File: config.mk
export PLATFORM = sky130hd
export DESIGN_NAME = alu8
export DESIGN_NICKNAME = d
export VERILOG_FILES = /design/src/rtl/alu8_pkg.sv /design/src/rtl/alu8_arith.sv /design/src/rtl/alu8_mul.sv /design/src/rtl/alu8_logic.sv /design/src/rtl/alu8.sv
export SDC_FILE = /design/constraint.sdc
export NUM_CORES = 1
export LEC_CHECK = 0
export BUFFER_PORTS_ARGS = -buffer_cell sky130_fd_sc_hd__buf_4
export CORE_ASPECT_RATIO = 1.5
export CORE_MARGIN = 3
export CORE_UTILIZATION = 51
export DETAILED_ROUTE_END_ITERATION = 7
export PLACE_DENSITY = 0.7
export SYNTH_ARGS = -nofsm -noshare
export SYNTH_HDL_FRONTEND = slang
export SYNTH_SLANG_ARGS = --single-unit
File: constraint.sdc
create_clock -name vclk -period 22.3
set_clock_uncertainty 0.15 [all_clocks]
set_input_delay 2.23 -clock vclk [all_inputs]
set_output_delay 2.23 -clock vclk [all_outputs]
set_load 0.05 [all_outputs]
File: src/rtl/alu8_pkg.sv
package alu8_pkg;
  localparam int unsigned FN_W = 3;

  typedef enum logic [FN_W-1:0] {
    FN_ADD = 3'b000,
    FN_INC = 3'b001,
    FN_SUB = 3'b010,
    FN_DEC = 3'b011,
    FN_MUL = 3'b100,
    FN_NOT = 3'b101,
    FN_XOR = 3'b110,
    FN_SHL = 3'b111
  } alu_fn_e;
endpackage

File: src/rtl/alu8_arith.sv
module alu8_arith #(
  parameter int unsigned DATA_W = 32
) (
  input  logic [DATA_W-1:0] a,
  input  logic [DATA_W-1:0] b,
  input  logic              use_one,
  output logic [DATA_W-1:0] opnd,
  output logic [DATA_W-1:0] sum,
  output logic [DATA_W-1:0] diff
);
  localparam logic [DATA_W-1:0] ONE = DATA_W'(1);

  function automatic logic [DATA_W-1:0] add_wrap(input logic [DATA_W-1:0] x,
                                                 input logic [DATA_W-1:0] y);
    return x + y;
  endfunction

  // subtraction as addition of the two's complement
  function automatic logic [DATA_W-1:0] sub_wrap(input logic [DATA_W-1:0] x,
                                                 input logic [DATA_W-1:0] y);
    return x + (~y) + ONE;
  endfunction

  assign opnd = use_one ? ONE : b;
  assign sum  = add_wrap(a, opnd);
  assign diff = sub_wrap(a, opnd);
endmodule

File: src/rtl/alu8_mul.sv
module alu8_mul #(
  parameter int unsigned DATA_W = 32,
  parameter int unsigned MUL_W  = 16
) (
  input  logic [MUL_W-1:0]  a,
  input  logic [MUL_W-1:0]  b,
  output logic [DATA_W-1:0] prod
);
  localparam int unsigned PROD_W = 2 * MUL_W;

  function automatic logic [PROD_W-1:0] umul(input logic [MUL_W-1:0] x,
                                             input logic [MUL_W-1:0] y);
    return PROD_W'(x) * PROD_W'(y);
  endfunction

  logic [PROD_W-1:0] full;
  assign full = umul(a, b);

  generate
    if (PROD_W >= DATA_W) begin : g_trunc
      assign prod = full[DATA_W-1:0];
    end else begin : g_ext
      assign prod = DATA_W'(full);
    end
  endgenerate
endmodule

File: src/rtl/alu8_logic.sv
module alu8_logic #(
  parameter int unsigned DATA_W = 32
) (
  input  logic [DATA_W-1:0] a,
  input  logic [DATA_W-1:0] b,
  output logic [DATA_W-1:0] inv,
  output logic [DATA_W-1:0] xr,
  output logic [DATA_W-1:0] shl,
  output logic              shift_oob
);
  localparam int unsigned SHAMT_W = $clog2(DATA_W);

  assign inv = ~a;
  assign xr  = a ^ b;

  // any set bit above the shift-amount field means the shift is at least DATA_W
  assign shift_oob = |(b >> SHAMT_W);

  logic [DATA_W-1:0] stg [SHAMT_W+1];
  assign stg[0] = a;

  generate
    for (genvar k = 0; k < SHAMT_W; k++) begin : g_stage
      assign stg[k+1] = b[k] ? (stg[k] << (1 << k)) : stg[k];
    end
  endgenerate

  assign shl = shift_oob ? '0 : stg[SHAMT_W];
endmodule

File: src/rtl/alu8.sv
module alu8 #(
  parameter int unsigned DATA_W = 32,
  parameter int unsigned MUL_W  = 16
) (
  input  logic [DATA_W-1:0]          a_i,
  input  logic [DATA_W-1:0]          b_i,
  input  logic [alu8_pkg::FN_W-1:0]  fn_i,
  output logic [DATA_W-1:0]          r_o
);
  import alu8_pkg::*;

  alu_fn_e           fn;
  logic [DATA_W-1:0] arith_opnd, sum, diff, prod, inv, xr, shl;
  logic              shift_oob;

  assign fn = alu_fn_e'(fn_i);

  alu8_arith #(.DATA_W(DATA_W)) u_arith (
    .a(a_i), .b(b_i), .use_one(fn_i[0]),
    .opnd(arith_opnd), .sum(sum), .diff(diff)
  );

  alu8_mul #(.DATA_W(DATA_W), .MUL_W(MUL_W)) u_mul (
    .a(a_i[MUL_W-1:0]), .b(b_i[MUL_W-1:0]), .prod(prod)
  );

  alu8_logic #(.DATA_W(DATA_W)) u_logic (
    .a(a_i), .b(b_i), .inv(inv), .xr(xr), .shl(shl), .shift_oob(shift_oob)
  );

  always_comb begin
    r_o = '0;
    case (fn)
      FN_ADD, FN_INC: r_o = sum;
      FN_SUB, FN_DEC: r_o = diff;
      FN_MUL:         r_o = prod;
      FN_NOT:         r_o = inv;
      FN_XOR:         r_o = xr;
      FN_SHL:         r_o = shl;
      default:        r_o = '0;
    endcase
  end
endmodule

* Word level (Yosys, flattened, before mapping)
Cells that the tools add are included.
Storage, ports and cells: output and inout bits 32, input bits 67, register bits 0
Operators by class: reductions and logical operators 4, add/subtract/negate cells 3, bitwise logic cells 3, equality and inequality tests 7, mux-type cells 8, multiply operators 1
Operators by type and width (number):
- 32-bit two-way mux | 7
- 32-bit case mux with 6 select lines | 1
- 32-bit adder | 2
- 32-bit inverter | 2
- 32-bit by 1-bit adder with 32-bit output, second input constant | 1
- 16-bit by 16-bit multiplier with 32-bit output | 1
- 32-bit XOR | 1
- 27-bit OR reduction | 1
- 3-bit == test, second input constant | 4
- 3-bit by 2-bit == test with 1-bit output, second input constant | 2
- 2-bit OR reduction | 2
- 3-bit by 1-bit == test with 1-bit output, second input constant | 1
- 3-bit zero test | 1

* Longest topological paths before layout
depth in word-level cells 7, depth in mapped cells 26

* By module
A second synthesis with hierarchy kept.
Second synthesis, totals: cells, all modules 2013, area total of the unflattened synthesis 16549.6 um2
Modules (own cells, without submodules):
- alu8_mul | cells an instance 1025, area an instance 8811.0 um2, times used 1
- alu8_arith | cells an instance 563, area an instance 3726.1 um2, times used 1
- alu8_logic | cells an instance 315, area an instance 2341.0 um2, times used 1
- alu8 | cells an instance 110, area an instance 1671.6 um2, times used 1

* Least setup slack after synthesis
OpenSTA, ideal clock, no wires.
path type in2out, start point input port b_i[3], end point output port r_o[22], stages on the path 23, data required time 19.920 ns, data arrival time 8.841 ns, path slack 11.079 ns, buffers on the path 4, path through buf_1 -> buf_1 -> clkbuf_1 -> clkbuf_1 -> nand2_1 -> fa_1 -> fa_1 -> fa_1 -> fa_1 -> inv_1 -> fa_1 -> inv_1 -> fa_1 -> inv_1 -> ha_1 -> and3_1 -> a31oi_1 -> a211o_1 -> a21oi_1 -> nor2b_1 -> o21ai_0 -> xnor2_1 -> o221ai_1
On the way: cells in the longest elaborated chain, start to end 5, elaborated cells between the ends (all ways) 10, those cells by class add/sub (3); mul (1); mux (5); bitwise (1)
Ends and longest elaborated chain:
- start: declaration | RTL line alu8.sv:6 | input logic [DATA_W-1:0] b_i,
- 32-bit two-way mux | RTL line alu8_arith.sv:24 | assign opnd = use_one ? ONE : b;
- 32-bit inverter | RTL line alu8_arith.sv:21 | return x + (~y) + ONE;
- 32-bit adder | RTL line alu8_arith.sv:21
- 32-bit by 1-bit adder with 32-bit output | RTL line alu8_arith.sv:21
- 32-bit case mux with 6 select lines (*) | RTL line alu8.sv:33 | case (fn)
- end: declaration | RTL line alu8.sv:8 | output logic [DATA_W-1:0] r_o
Mark *: on every way between the ends. The rest lies on a longest branch, timed or not.

* Worst setup path in the final report
start point input port b_i[1], end point output port r_o[31]
On the way: cells in the longest elaborated chain, start to end 6, elaborated cells between the ends (all ways) 12, those cells by class add/sub (3); mul (1); mux (7); bitwise (1)
Ends and longest elaborated chain (RTL line):
- parallel branches: the longest is 5 deep, another holds 32-bit adder
- 32-bit case mux with 6 select lines (*) | alu8.sv:33
Every way passes the cells marked *.

==> results.txt <==
The worst path setup slack after routing came out at 10.93 ns. Of all nets on the critical path, the largest fanout is 50. The die span in x came out at between 100 and 150 µm. The final sequential cell count is 0. The first-pass detailed-route iteration total came out at 6. The total I/O pin count came out at 99. For the pin with the worst max-slew slack, the measured transition is 0.995 ns.

Measured along the y axis, the die boundary spans 220 µm. The quantity of I/O buffers inserted on ports came out at 99. The number of diodes came out at 0.

Using the TritonRoute via totals, the vias-per-cell ratio works out to 6.22. For the finished layout, the period the worst path requires is 11.37 ns. The cts-stage hold buffer count is 0.

The warning count from the yosys run is 0. The instance count of the mapped netlist is 2,045. After synthesis, the netlist uses 96 different library cells. The final global-route overflow total is 0. The cell that appears most often on the critical path is sky130_fd_sc_hd__fa_1. The sequential fraction of the synthesis area came out at 0%. The via count of the first global-routing pass came out at around 16,000. The final worst hold slack came out at between 4 and 5 ns.

The number of setup buffers added after CTS came out at 0. The initial antenna violation count came out at 2. The final total negative setup slack came out at 0 ns.

The signed area change from the synthesized netlist to the final layout came out at 3.58%. STA classifies the critical path startpoint as an input pin. After floorplanning, the core was divided into 77 placement rows. After synthesis, the cell types taking the most area are sky130_fd_sc_hd__fa_1, sky130_fd_sc_hd__ha_1, sky130_fd_sc_hd__inv_1. The signal on the critical path passes through buf_4, nand2_1, fa_1, fa_1, fa_1, fa_1, inv_1, fa_1, inv_1, fa_1, inv_1, ha_1, and3_1, nand3_1, a2bb2oi_2, o41ai_2, a21oi_1, mux2i_1, o21ai_0, nand4_1, buf_4. The leakage power came out at 7.83 nW. The die outline area came out at 32,600 µm².

The number of gates resized after CTS was 0. The power per standard cell area is 138 nW/µm². The worst setup path is captured at an output pin.

The final hold violation count came out at 0. The sequential standard cell area came out at 0 µm². The routed layout has 14,999 vias. The period utilization is 51.0%.

The largest single stage delay on the critical path is 0.60 ns. The final layout net count came out at 2,467. Cells with a size suffix above 1 make up approximately 8.8% of the layout. STA puts the critical path data required time at 19.92 ns.

Setup repair after global routing left no endpoint under its margin. The slowest stage of the critical path belongs to the cell sky130_fd_sc_hd__o21ai_0. The core footprint is 29,700 µm². The number of DRC markers in iteration 0 came out at roughly 1,000. The mean post-synth cell area is 7.58 µm². The placer's final routability congestion estimate came out at 1.01.

The top achievable clock speed is 0.0879 GHz. In this run the tightest slew margin relative to its limit is 33.1%. Across the VDD grid, the largest voltage drop is 0.000150 V. The worst hold path was traced through 5 stages. The setup path with the least slack is of type in -> out.

The largest total area in the synthesized netlist belongs to sky130_fd_sc_hd__fa_1. OpenSTA, run right after detailed placement, puts the worst setup slack at around 11 ns. The total setup violations reported at the end of the flow came out at 0. In this run the worst hold path is classified as in -> out.

The count of pins over their slew limit is 0. Counting the fill cells in the layout gives 2,985. The top cell type's share of synthesized area is 25.3%. The area of combinational cells with multiple inputs is roughly 14,000 µm².

The final antenna-violating net count came out at 0. In the final routed layout, each cell accounts on average for 22.9 µm. The detailed placement HPWL came out at between 40,000 and 50,000 µm. The first global-routing pass estimated 86,300 µm of wire.

The combined global-route utilization of all metal layers is 33.8%. The run finished with clean final reports. The netlist area before placement came out at roughly 15,000 µm². The final routed DRC violation total came out at 0. The pin count of the biggest net entering global routing is 60.

The total length of routed wires came out at around 55,000 µm. The worst endpoint data arrival time came out at ~9 ns. The number of max-cap violations is 0.

The initial core utilization came out at 52.2%. The net count after synthesis is 2,493. The clock buffer count in the final layout came out at 0.
placed cells by master, fill, tap and decap left out, types with 13 or more instances in the layout:
| cell type | instances |
|---|---|
| sky130_fd_sc_hd__nor2b_1 | 23 |
| sky130_fd_sc_hd__fa_1 | 196 |
| sky130_fd_sc_hd__nand4_1 | 15 |
| sky130_fd_sc_hd__nand2b_1 | 16 |
| sky130_fd_sc_hd__a21o_1 | 19 |
| sky130_fd_sc_hd__and2_1 | 110 |
| sky130_fd_sc_hd__a21oi_1 | 145 |
| sky130_fd_sc_hd__ha_1 | 185 |
| sky130_fd_sc_hd__xor2_1 | 16 |
| sky130_fd_sc_hd__o221ai_1 | 13 |
| sky130_fd_sc_hd__o21ai_0 | 99 |
| sky130_fd_sc_hd__nor3_1 | 17 |
| sky130_fd_sc_hd__mux4_2 | 14 |
| sky130_fd_sc_hd__a211oi_1 | 18 |
| sky130_fd_sc_hd__inv_1 | 306 |
| sky130_fd_sc_hd__nor2_1 | 114 |
| sky130_fd_sc_hd__nand3_1 | 27 |
| sky130_fd_sc_hd__nor4_1 | 21 |
| sky130_fd_sc_hd__buf_4 | 106 |
| sky130_fd_sc_hd__nand2_1 | 272 |
| sky130_fd_sc_hd__a221oi_1 | 17 |
| sky130_fd_sc_hd__a31oi_1 | 13 |
| sky130_fd_sc_hd__xnor2_1 | 39 |
| sky130_fd_sc_hd__mux2i_1 | 37 |
worst paths after layout:
path,start,end,slack (ns)
worst max-delay path,b_i[1],r_o[31],10.93
worst min-delay path,a_i[29],r_o[29],4.90
final cells by class:
class,instances,share of cell area [%]
multi-input combinational,1604,84.8
inverter,307,7.18
timing repair buffer,106,4.96
tap,395,3.08
cell families after synthesis:
family                   synth area share (%)
adder cells (fa/ha/maj)                  40.2
XOR/XNOR                                 3.11
AO/OA/AOI/OAI                            18.9
buffers and inverters                    12.2
multiplexers                             5.30
AND/OR/NAND/NOR                          20.3
through the flow:
stage	area, µm²	utilization [%]	total power, W	cells
5_1_grt	16100	54.1	0.00242	2412
2_1_floorplan	15500	-	0.00154	2045
4_1_cts	16100	54.1	0.00218	2412
6_report	16100	54.1	0.00221	2412
3_3_place_gp	16100	54.1	0.00214	2412
3_5_place_dp	16100	54.1	0.00215	2412
cells in the mapped netlist (all sizes together) (14+ instances only):
library cell  instances
o221ai               14
a21oi               148
a21o                 20
and2                110
mux2i                37
nor3                 19
buf                  31
nand2b               16
nand2               272
nor4                 23
mux4                 14
fa                  196
nand4                15
ha                  185
a221oi               17
nand3                27
xor2                 16
clkbuf              100
a211oi               19
inv                 307
nor2                115
nor2b                23
o21ai               111
xnor2                39
power breakdown:
part           switching [W]  internal (W)  total (W)
logic                0.00142      0.000790    0.00221
registers                  0             0          0
clock network              0             0          0
critical path, delay by kind of cell:
family | cells | cell delay, ns
adder cells (fa/ha/maj) | 7 | 3.45
AND/OR/NAND/NOR | 4 | 0.72
multiplexers | 1 | 0.15
buffers and inverters | 5 | 0.92
AO/OA/AOI/OAI | 4 | 1.52
routing by layer:
layer  routed length [µm]  GRT usage [%]  share of wire (%)  up-vias
li1                     -              -                  -     6758
met1                19700           38.0                 36     7264
met2                27900           61.5                 50      724
met3                 3200           2.80                5.8      251
met4                 4530           21.0                8.2        2
met5                    7              0              0.013        -
Power figures use the tool's default switching activity.
